==> config.mk <==
export PLATFORM = sky130hd
export DESIGN_NAME = fts_burst_sram
export DESIGN_NICKNAME = d
export VERILOG_FILES = /design/src/rtl/fts_pkg.sv /design/src/rtl/fts_cyc_decode.sv /design/src/rtl/fts_burst_seq.sv /design/src/rtl/fts_lane_array.sv /design/src/rtl/fts_doze_ctl.sv /design/src/rtl/fts_burst_sram.sv
export SDC_FILE = /design/constraint.sdc
export NUM_CORES = 2
export LEC_CHECK = 0
export ABC_CLOCK_PERIOD_IN_PS = 3200
export BUFFER_PORTS_ARGS = -buffer_cell sky130_fd_sc_hd__clkbuf_2
export CORE_AREA = 2 2 570 430
export CTS_BUF_LIST = sky130_fd_sc_hd__clkbuf_4 sky130_fd_sc_hd__clkbuf_8 sky130_fd_sc_hd__clkbuf_16
export CTS_CLUSTER_SIZE = 30
export DETAILED_ROUTE_END_ITERATION = 6
export DIE_AREA = 0 0 572 432
export GPL_ROUTABILITY_DRIVEN = 0
export PLACE_DENSITY = 0.63
export RECOVER_POWER = 100
export SLEW_MARGIN = 5
export SYNTH_ARGS = -nofsm -noshare
export SYNTH_HDL_FRONTEND = slang
export SYNTH_SLANG_ARGS = --single-unit
==> constraint.sdc <==
create_clock -name clk -period 3.2 [get_ports clk]
set_input_delay 0.64 -clock clk [delete_from_list [all_inputs] [get_ports clk]]
set_output_delay 0.64 -clock clk [all_outputs]
set_load 0.005 [all_outputs]
==> src/rtl/fts_pkg.sv <==
// Package: shared cycle type and burst-order helpers for the flow-through
// burst SRAM. Assumes a burst always covers the four words of an aligned group.
package fts_pkg;

    // Bits of the address that the burst counter walks.
    localparam int BURST_W = 2;

    // Kind of cycle decided at one clock edge.
    typedef enum logic [2:0] {
        CY_IDLE,
        CY_DESEL,
        CY_BEGIN_RD,
        CY_BEGIN_WR,
        CY_CONT_RD,
        CY_CONT_WR,
        CY_SUSP_RD,
        CY_SUSP_WR
    } cyc_e;

    // Low address bits of the burst word at position cnt.
    function automatic logic [BURST_W-1:0] burst_lo(
        input logic [BURST_W-1:0] base,
        input logic [BURST_W-1:0] cnt,
        input logic               ilv
    );
        return ilv ? (base ^ cnt) : (base + cnt);
    endfunction

    // True for any cycle that writes the array.
    function automatic logic is_write(input cyc_e c);
        return (c == CY_BEGIN_WR) || (c == CY_CONT_WR) || (c == CY_SUSP_WR);
    endfunction

endpackage

==> src/rtl/fts_cyc_decode.sv <==
// Cycle decoder: turns the strobes, selects, advance and write controls of one
// edge into a cycle kind and a lane write mask.
// Assumes: burst_on tells whether a burst is open; asleep blocks every access.
module fts_cyc_decode
    import fts_pkg::*;
#(
    parameter int LANES = 4
) (
    input  logic             start_cpu_n,
    input  logic             start_ctl_n,
    input  logic             adv_n,
    input  logic             sel_a_n,
    input  logic             sel_b,
    input  logic             sel_c_n,
    input  logic             wr_all_n,
    input  logic             wr_byte_n,
    input  logic [LANES-1:0] lane_wr_n,
    input  logic             burst_on,
    input  logic             asleep,
    output cyc_e             cyc,
    output logic [LANES-1:0] lane_en
);

    logic chip_ok;
    logic wr_req;

    assign chip_ok = !sel_a_n && sel_b && !sel_c_n;

    // Layered write priority: write-all first, then per-lane selects.
    always_comb begin : p_write_decode
        if (!wr_all_n) begin
            lane_en = '1;
        end else if (!wr_byte_n) begin
            lane_en = ~lane_wr_n;
        end else begin
            lane_en = '0;
        end
        wr_req = |lane_en;
    end

    // Cycle kind; the read-only strobe wins and is masked by sel_a_n.
    always_comb begin : p_cycle
        if (asleep) begin
            cyc = CY_IDLE;
        end else if (!start_cpu_n && !sel_a_n) begin
            cyc = chip_ok ? CY_BEGIN_RD : CY_DESEL;
        end else if (!start_ctl_n) begin
            if (!chip_ok) begin
                cyc = CY_DESEL;
            end else begin
                cyc = wr_req ? CY_BEGIN_WR : CY_BEGIN_RD;
            end
        end else if (!burst_on) begin
            cyc = CY_IDLE;
        end else if (!adv_n) begin
            cyc = wr_req ? CY_CONT_WR : CY_CONT_RD;
        end else begin
            cyc = wr_req ? CY_SUSP_WR : CY_SUSP_RD;
        end
    end

endmodule

==> src/rtl/fts_burst_seq.sv <==
// Burst address sequencer: keeps the upper address bits, the base low bits
// and a 2-bit position counter. It gives the current address and the address
// that an access at this edge uses.
// Assumes AW > BURST_W and that burst_ilv changes only between bursts.
module fts_burst_seq
    import fts_pkg::*;
#(
    parameter int AW = 6
) (
    input  logic          clk,
    input  logic          rst_n,
    input  logic          load,
    input  logic          step,
    input  logic          ilv,
    input  logic [AW-1:0] ld_addr,
    output logic [AW-1:0] cur_addr,
    output logic [AW-1:0] acc_addr
);

    localparam int HW = AW - BURST_W;

    logic [HW-1:0]      hi_q;
    logic [BURST_W-1:0] base_q;
    logic [BURST_W-1:0] cnt_q;
    logic [BURST_W-1:0] cnt_nx;

    assign cnt_nx   = cnt_q + BURST_W'(1);
    assign cur_addr = {hi_q, burst_lo(base_q, cnt_q, ilv)};

    // Address used by an access at this edge.
    always_comb begin : p_access_addr
        if (load) begin
            acc_addr = ld_addr;
        end else if (step) begin
            acc_addr = {hi_q, burst_lo(base_q, cnt_nx, ilv)};
        end else begin
            acc_addr = cur_addr;
        end
    end

    // Base capture on a burst start, counter step on an advance.
    always_ff @(posedge clk) begin : p_seq_regs
        if (!rst_n) begin
            hi_q   <= '0;
            base_q <= '0;
            cnt_q  <= '0;
        end else if (load) begin
            hi_q   <= ld_addr[AW-1:BURST_W];
            base_q <= ld_addr[BURST_W-1:0];
            cnt_q  <= '0;
        end else if (step) begin
            cnt_q  <= cnt_nx;
        end
    end

endmodule

==> src/rtl/fts_lane_array.sv <==
// Storage array split into independent byte lanes, one generated array per
// lane. Writes at the clock edge; reads combinationally (flow-through).
// Assumes: no reset, so contents are kept across sleep.
module fts_lane_array #(
    parameter int DEPTH  = 64,
    parameter int AW     = 6,
    parameter int LANES  = 4,
    parameter int LANE_W = 9,
    localparam int DW    = LANES * LANE_W
) (
    input  logic             clk,
    input  logic             we,
    input  logic [LANES-1:0] lane_en,
    input  logic [AW-1:0]    waddr,
    input  logic [DW-1:0]    wdata,
    input  logic [AW-1:0]    raddr,
    output logic [DW-1:0]    rdata
);

    for (genvar g = 0; g < LANES; g++) begin : g_lane
        logic [LANE_W-1:0] cells [DEPTH];

        // Lane write when the cycle writes and this lane is selected.
        always_ff @(posedge clk) begin : p_lane_wr
            if (we && lane_en[g]) begin
                cells[waddr] <= wdata[g*LANE_W +: LANE_W];
            end
        end

        assign rdata[g*LANE_W +: LANE_W] = cells[raddr];
    end

endmodule

==> src/rtl/fts_doze_ctl.sv <==
// Sleep controller: the sleep state follows the doze request only after the
// request has differed from it for LAT consecutive edges.
// Assumes LAT >= 1.
module fts_doze_ctl #(
    parameter int LAT = 2,
    localparam int CW = $clog2(LAT + 1)
) (
    input  logic clk,
    input  logic rst_n,
    input  logic doze,
    output logic asleep
);

    logic [CW-1:0] run_q;

    // Count edges of disagreement, flip after LAT of them.
    always_ff @(posedge clk) begin : p_doze
        if (!rst_n) begin
            asleep <= 1'b0;
            run_q  <= '0;
        end else if (doze != asleep) begin
            if (run_q == CW'(LAT - 1)) begin
                asleep <= doze;
                run_q  <= '0;
            end else begin
                run_q  <= run_q + CW'(1);
            end
        end else begin
            run_q <= '0;
        end
    end

endmodule

==> src/rtl/fts_burst_sram.sv <==
// Top of the flow-through synchronous burst SRAM model. It ties together the
// cycle decoder, the burst sequencer, the lane array and the sleep controller,
// and holds the burst-open and read-cycle state.
// Assumes: high impedance is modelled by rvalid = 0 with rdata = 0.
module fts_burst_sram
    import fts_pkg::*;
#(
    parameter int DEPTH    = 64,
    parameter int LANES    = 4,
    parameter int LANE_W   = 9,
    parameter int DOZE_LAT = 2,
    localparam int AW      = $clog2(DEPTH),
    localparam int DW      = LANES * LANE_W
) (
    input  logic             clk,
    input  logic             rst_n,
    input  logic [AW-1:0]    addr_i,
    input  logic             start_cpu_n,
    input  logic             start_ctl_n,
    input  logic             adv_n,
    input  logic             sel_a_n,
    input  logic             sel_b,
    input  logic             sel_c_n,
    input  logic             wr_all_n,
    input  logic             wr_byte_n,
    input  logic [LANES-1:0] lane_wr_n,
    input  logic             burst_ilv,
    input  logic             oe_n,
    input  logic             doze,
    input  logic [DW-1:0]    wdata,
    output logic [DW-1:0]    rdata,
    output logic             rvalid
);

    cyc_e             cyc;
    logic [LANES-1:0] lane_en;
    logic             asleep;
    logic             sel_q;
    logic             rd_q;
    logic             load;
    logic             step;
    logic             we;
    logic [AW-1:0]    cur_addr;
    logic [AW-1:0]    acc_addr;
    logic [DW-1:0]    arr_rd;

    fts_doze_ctl #(
        .LAT (DOZE_LAT)
    ) i_doze (
        .clk    (clk),
        .rst_n  (rst_n),
        .doze   (doze),
        .asleep (asleep)
    );

    fts_cyc_decode #(
        .LANES (LANES)
    ) i_decode (
        .start_cpu_n (start_cpu_n),
        .start_ctl_n (start_ctl_n),
        .adv_n       (adv_n),
        .sel_a_n     (sel_a_n),
        .sel_b       (sel_b),
        .sel_c_n     (sel_c_n),
        .wr_all_n    (wr_all_n),
        .wr_byte_n   (wr_byte_n),
        .lane_wr_n   (lane_wr_n),
        .burst_on    (sel_q),
        .asleep      (asleep),
        .cyc         (cyc),
        .lane_en     (lane_en)
    );

    assign load = (cyc == CY_BEGIN_RD) || (cyc == CY_BEGIN_WR);
    assign step = (cyc == CY_CONT_RD) || (cyc == CY_CONT_WR);
    assign we   = is_write(cyc);

    fts_burst_seq #(
        .AW (AW)
    ) i_seq (
        .clk      (clk),
        .rst_n    (rst_n),
        .load     (load),
        .step     (step),
        .ilv      (burst_ilv),
        .ld_addr  (addr_i),
        .cur_addr (cur_addr),
        .acc_addr (acc_addr)
    );

    fts_lane_array #(
        .DEPTH  (DEPTH),
        .AW     (AW),
        .LANES  (LANES),
        .LANE_W (LANE_W)
    ) i_array (
        .clk     (clk),
        .we      (we),
        .lane_en (lane_en),
        .waddr   (acc_addr),
        .wdata   (wdata),
        .raddr   (cur_addr),
        .rdata   (arr_rd)
    );

    // Burst-open and read-cycle flags; sleep closes any open burst.
    always_ff @(posedge clk) begin : p_burst_state
        if (!rst_n) begin
            sel_q <= 1'b0;
            rd_q  <= 1'b0;
        end else if (asleep) begin
            sel_q <= 1'b0;
            rd_q  <= 1'b0;
        end else begin
            case (cyc)
                CY_IDLE: begin
                    sel_q <= sel_q;
                    rd_q  <= rd_q;
                end
                CY_DESEL: begin
                    sel_q <= 1'b0;
                    rd_q  <= 1'b0;
                end
                CY_BEGIN_RD, CY_CONT_RD, CY_SUSP_RD: begin
                    sel_q <= 1'b1;
                    rd_q  <= 1'b1;
                end
                default: begin
                    sel_q <= 1'b1;
                    rd_q  <= 1'b0;
                end
            endcase
        end
    end

    // Output gating: read cycle, output enabled, not asleep.
    always_comb begin : p_out
        rvalid = rd_q && !oe_n && !asleep;
        rdata  = rvalid ? arr_rd : '0;
    end

endmodule

# [Word-level counts from Yosys, hierarchy flattened]
# Memory sizes are Yosys's and may differ from the RTL's.
# Index checks and enable logic that the tools add are counted.
[word_totals] memories=4 elab_cells=81 regBits=13 mem_bits_rw=2304 in_bits=59
[memory_table] memory="i_array.g_lane[0].cells" depth=64 width=9 read_ports=1 rd_clocked_by_memory_dff=0 wr=1 line_no="fts_lane_array.sv:21" source="logic [LANE_W-1:0] cells [DEPTH];"
[memory_table] memory="i_array.g_lane[1].cells" depth=64 width=9 read_ports=1 rd_clocked_by_memory_dff=0 wr=1 line_no="fts_lane_array.sv:21"
[memory_table] memory="i_array.g_lane[2].cells" depth=64 width=9 read_ports=1 rd_clocked_by_memory_dff=0 wr=1 line_no="fts_lane_array.sv:21"
[memory_table] memory="i_array.g_lane[3].cells" depth=64 width=9 read_ports=1 rd_clocked_by_memory_dff=0 wr=1 line_no="fts_lane_array.sv:21"
[op_classes] n_bitwise=5 n_eq_ne=9 addsub=4 reduce_logical=25 muxes=27
[op_table] operator="36-bit 2-to-1 mux" n=1
[op_table] operator="3-bit 2-to-1 mux" n=6
[op_table] operator="3-bit equality test, second input constant" n=4
[op_table] operator="1-bit 2-to-1 mux" n=11
[op_table] operator="1-bit logical AND" n=9
[op_table] operator="2-bit 2-to-1 mux" n=4
[op_table] operator="4-bit 2-to-1 mux" n=2
[op_table] operator="3-bit by 2-bit equality test with 1-bit output, second input constant" n=2
[op_table] operator="6-bit 2-to-1 mux" n=1
[op_table] operator="3-bit OR reduction" n=2
[op_table] operator="1-bit logical NOT" n=5
[op_table] operator="2-bit by 1-bit adder with 2-bit output, second input constant" n=2
[op_table] operator="2-bit adder" n=2
[op_table] operator="1-bit logical OR" n=4
[op_table] operator="4-bit NOT" n=1
[op_table] operator="1-bit one-hot mux with 2 select lines" n=2
[op_table] operator="2-bit OR reduction" n=2
[op_table] operator="4-bit OR reduction" n=1
[op_table] operator="2-bit XOR" n=2
[op_table] operator="3-bit by 1-bit equality test with 1-bit output, second input constant" n=1
[op_table] operator="3-bit logical NOT" n=1
[op_table] operator="2-bit by 1-bit equality test with 1-bit output, second input constant" n=1
[op_table] operator="1-bit NOT" n=2
[op_table] operator="2-bit AND reduction" n=1
[op_table] operator="1-bit != test" n=1

# [Longest topological paths before layout]
[logic_depth] ltp_word=16 ltp_mapped=13

# [By module]
# A second synthesis with hierarchy kept.
[hier_totals] cells_unflattened=4154 hier_area_um2=89377.0
[modules_own_cells] module="fts_lane_array" instances=1 cells_each=4030 area_per_inst_um2=88312.2
[modules_own_cells] module="fts_burst_seq" instances=1 cells_each=44 area_per_inst_um2=439.2
[modules_own_cells] module="fts_burst_sram" instances=1 cells_each=51 area_per_inst_um2=387.9
[modules_own_cells] module="fts_cyc_decode" instances=1 cells_each=19 area_per_inst_um2=118.9
[modules_own_cells] module="fts_doze_ctl" instances=1 cells_each=10 area_per_inst_um2=118.9

# [Worst setup path before layout]
# OpenSTA, ideal clock, no wires.
[synth_timing] path_type="register to output" startpoint="reg i_seq.cnt_q[0]" endpoint="out rdata[23]" t_required_ps=2560 stages_incl_launch_ff=11 arrival_ps=2791 setup_slack_ps=-231 path_cell_list="dfxtp_1 inv_1 ha_1 clkbuf_1 buf_1 clkbuf_1 clkbuf_1 mux4_2 o221ai_1 nor4_1 a41o_1"
[synth_via] elab_chain_cells=4
[synth_rtl] item="start: declaration" line_no="fts_burst_seq.sv:24" source="logic [BURST_W-1:0] cnt_q;"
[synth_rtl] item="start signal: assignment" line_no="fts_burst_seq.sv:52" source="cnt_q <= cnt_nx;"
[synth_rtl] item="2-bit adder / 2-bit XOR (equally long branches)" line_no="fts_pkg.sv:26" source="return ilv ? (base ^ cnt) : (base + cnt);"
[synth_rtl] item="2-bit 2-to-1 mux *" line_no="fts_pkg.sv:26"
[synth_rtl] item="memory read 64 x 9 bit *"
[synth_rtl] item="36-bit 2-to-1 mux *" line_no="fts_burst_sram.sv:139" source="rdata = rvalid ? arr_rd : '0;"
[synth_rtl] item="end: declaration" line_no="fts_burst_sram.sv:31" source="output logic [DW-1:0] rdata,"
# Every way passes the cells marked *; elsewhere a longest branch is shown, timed or not.

# [Final worst setup path]
[layout_timing] startpoint="reg i_seq.base_q[0]" endpoint="out rdata[24]"
[layout_via] elab_chain_cells=4
[layout_rtl] item="start: declaration" line_no="fts_burst_seq.sv:23" source="logic [BURST_W-1:0] base_q;"
[layout_rtl] item="start signal: assignment" line_no="fts_burst_seq.sv:49" source="base_q <= ld_addr[BURST_W-1:0];"
[layout_rtl] item="2-bit adder / 2-bit XOR (equally long branches)" line_no="fts_pkg.sv:26"
[layout_rtl] item="2-bit 2-to-1 mux *" line_no="fts_pkg.sv:26"
[layout_rtl] item="memory read 64 x 9 bit *"
[layout_rtl] item="36-bit 2-to-1 mux *" line_no="fts_burst_sram.sv:139"
# Marked as above.

==> results.sh <==
export IMPL_coreArea_um2=242000
export IMPL_routedWlPerCell_um=29.6
export IMPL_cp_max_fo=31
export IMPL_cpMaxStageDelayCell="o31ai_1"
export IMPL_drtPass1Iterations=6
export IMPL_die_x_um=572
export IMPL_ioPinCount=96
export IMPL_ant_nets=0
export IMPL_grt_pass1_wl_mm=438
export IMPL_finalCritPeriodShare_pct=141
export IMPL_routed_via_density=6.04
export IMPL_nets=7085
export IMPL_crit_top_cell="buf_4"
export IMPL_setup_viol=1993
export IMPL_synth_top_cell_area_share_pct=71.9
export IMPL_num_rows=157
export IMPL_syn_area_um2=96200
export IMPL_syn2layout_area_growth_pct=25.6
export IMPL_drt_iter0_drc=9511
export IMPL_skew_ps=79.6
export IMPL_yosys_top_cells_area="edfxtp_1 72%, mux4_2 8.4%, nand2_1 3.3%, mux2i_1 1.7%, nor2_1 1.4%"
export IMPL_maxCapViolCount=37
export IMPL_powerDensity_nw_per_um2=551
export IMPL_cp_start_kind="flop"
export IMPL_placed_area_um2=110000
export IMPL_hpwl_mm=203
export IMPL_initial_core_util_pct=39.7
export IMPL_worst_slew_pin_slew_ps=3190
export IMPL_ys_ff_latch=2317
export IMPL_die_area_um2=247000
export IMPL_synth_area_leader_cell="edfxtp_1"
export IMPL_finalMaxSlewViolations=1676
export IMPL_synth_nets=6148
export IMPL_overflow=0
export IMPL_die_h_um=432
export IMPL_crit_path_cell_trace="ha_4 > nor2b_4 > buf_4 > buf_4 > buf_12 > buf_16 > nand2_1 > a311o_1 > a221oi_1 > nor4_1 > o31ai_1 > clkbuf_2"
export IMPL_required_ps=2560
export IMPL_antenna_found_initial=18
export IMPL_grt_pass1_vias=60606
export IMPL_io_buffer_count=95
export IMPL_drc_errors=0
export IMPL_ys_warnings_count=0
export IMPL_worstSkewPairLatency_ps=910
export IMPL_clock_fmax_mhz=221
export IMPL_final_area_um2=121000
export IMPL_clk_pin_slew_worst_paths_ps=70
export IMPL_cts_sinks=2317
export IMPL_slowest_delay_ps=530
export IMPL_hp_class="in2reg"
export IMPL_finalSetupTns_ps=-931890
export IMPL_max_slew_margin_pct=-113
export IMPL_leakage_nw=39.6
export IMPL_final_hold_viol_count=0
export IMPL_avgSynthCellArea_um2=15.8
export IMPL_ir_worst_vdd_mv=0.620
export IMPL_synth_edff_count=2304
export IMPL_synth_ff_type="edfxtp_1"
export IMPL_layout_drive_gt1_share_pct=31.4
export IMPL_critical_path_class="reg2out"
export IMPL_fin_ws_ps=-1320
export IMPL_cts_root_buffer="clkbuf_16"
export IMPL_fin_util_pct=49.9
export IMPL_synth_cell_types=65
export IMPL_h_tree_depth=4
export IMPL_clk_path_buf_depth=4
export IMPL_violations="max-capacitance violations, max-slew violations, negative setup slack"
export IMPL_cts_hold_buffers=0
export IMPL_arrival_ps=3880
export IMPL_numCtsBuffers=226
export IMPL_rsz0062_at_grt="yes"
export IMPL_finalCriticalPeriod_ps=4520
export IMPL_async_reset_ff_share_pct=0
export IMPL_grt_max_degree=65
export IMPL_vias=63284
export IMPL_cts_tree="done"
export IMPL_status="finished with violations"
export IMPL_track_usage_pct=24.5
export IMPL_crit_path_end_kind="output pin"
export IMPL_wirelength_mm=310
export IMPL_synth_cells=6086
export IMPL_synth_seq_area_share_pct=72.2
==> layer usage <==
metal | vias to the layer above | GRT usage (%) | routed length, µm
li1 | 26209 | - | -
met1 | 32370 | 35.8 | 123000
met2 | 4129 | 35.1 | 133000
met3 | 568 | 7.06 | 42700
met4 | 8 | 8.08 | 11200
met5 | - | 0 | 55
==> what timing repair did <==
| action | in CTS | in global routing |
|---|---|---|
| pin swaps | 30 | 47 |
| buffers inserted | 30 | 36 |
| gates resized for setup | 277 | 196 |
| setup endpoints to repair | 766 | 754 |
| cloned | 18 | 13 |
==> layout by cell type (no fill, tap or decap), types with 26 or more instances in the layout <==
master | synthesis | routed
nor3b_1 | 26 | 26
clkbuf_16 | 0 | 238
buf_16 | 0 | 28
a21oi_1 | 117 | 112
clkbuf_4 | 0 | 49
buf_4 | 19 | 672
a221oi_1 | 65 | 35
a311o_1 | 55 | 55
nor2b_1 | 47 | 41
edfxtp_1 | 2304 | 2304
o22ai_1 | 82 | 66
o21ai_0 | 159 | 149
nor2_2 | 0 | 98
buf_12 | 0 | 261
clkbuf_2 | 0 | 60
o211ai_1 | 53 | 53
mux2i_1 | 167 | 166
nor3_1 | 124 | 114
o221ai_1 | 97 | 81
a221oi_2 | 0 | 28
a31oi_1 | 122 | 121
nor2_4 | 0 | 66
buf_6 | 0 | 34
o31ai_1 | 59 | 35
nand3_1 | 116 | 101
clkinv_2 | 0 | 41
nand2_1 | 847 | 832
clkinv_1 | 0 | 53
mux4_2 | 360 | 360
nor2_1 | 366 | 202
clkbuf_1 | 300 | 71
and3_1 | 64 | 59
==> where the power goes <==
group	internal (mW)	switching (mW)
sequential	33.5	0.0355
combinational	2.60	3.92
clock	15.0	11.6
==> final timing paths <==
check	slack, ps	cells past startpoint	endpoint	startpoint
setup / recovery	-1320	12	rdata[24]	i_seq.base_q[0]
hold / removal	120	3	i_doze.asleep	doze
setup reg to reg	-760	13	i_array.g_lane[2].cells[3][8]	sel_q
hold reg to reg	420	1	i_doze.run_q[0]	i_doze.run_q[0]
==> Yosys cell counts (19+ instances only) <==
cell type	count
buf_4	19
a221oi_1	65
or4_1	25
nor2_1	366
nand3_1	116
buf_2	71
nor3_1	124
edfxtp_1	2304
a311o_1	55
nand2_1	847
o211ai_1	53
or3_1	20
a211oi_1	28
a311oi_1	25
mux2_2	24
a22oi_1	22
and3_1	64
nor2b_1	47
buf_1	71
o311ai_0	20
o31ai_1	59
nand4_1	21
a31oi_1	122
mux4_2	360
o21ai_0	159
nor4_1	31
mux2i_1	167
clkbuf_1	300
nor3b_1	26
o22ai_1	82
a21oi_1	117
o221ai_1	97
==> metrics by stage <==
stage / cells / setup slack [ps] / hold WS [ps] / power [mW]
floorplan: 6086 / -140 / 398 / 36.7
finish: 10472 / -1320 / 122 / 66.6
global route: 10466 / -1390 / 104 / 68.2
global placement: 9963 / -1420 / 406 / 39.9
detailed placement: 9963 / -1450 / 416 / 40.0
CTS: 10418 / -1360 / 57.5 / 66.5
==> cells by family (layout without fill, tap and decap cells) <==
kind of cell	after synthesis	in the layout	share of synthesized area, %
AO/OA/AOI/OAI	995	995	7.29
XOR/XNOR	11	11	0.142
adder cells (fa/ha/maj)	3	3	0.0390
buffers and inverters	477	1595	2.03
flip-flops	2317	2317	72.2
multiplexers	551	551	10.4
other	0	9	0
AND/OR/NAND/NOR	1732	1732	7.89
==> layout make-up <==
class / count / area [µm²]
Inverter: 16 / 60.1
Clock inverter: 135 / 1240
Clock buffer: 274 / 6020
Antenna cell: 9 / 22.5
Multi-Input combinational cell: 3292 / 27200
Sequential cell: 2317 / 69500
Tap cell: 3259 / 4080
Fill cell: 19767 / 122000
Timing Repair Buffer: 1170 / 12800
==> critical path, delay by kind of cell, from the launching register on <==
| kind | cells | cell delay (ps) |
|---|---|---|
| buf+inv | 5 | 830 |
| simple gates | 3 | 420 |
| fa+ha+maj | 1 | 140 |
| flops | 1 | 360 |
| compound gates | 3 | 1190 |
==> registers in the layout, summed over array words and instances, names as in the netlist <==
name	cells
i_array.g_lane.cells	2304
i_doze.asleep	1
i_doze.run_q	2
i_seq.base_q	2
i_seq.cnt_q	2
i_seq.hi_q	4
rd_q	1
sel_q	1
(Power assumes the default switching activity.)
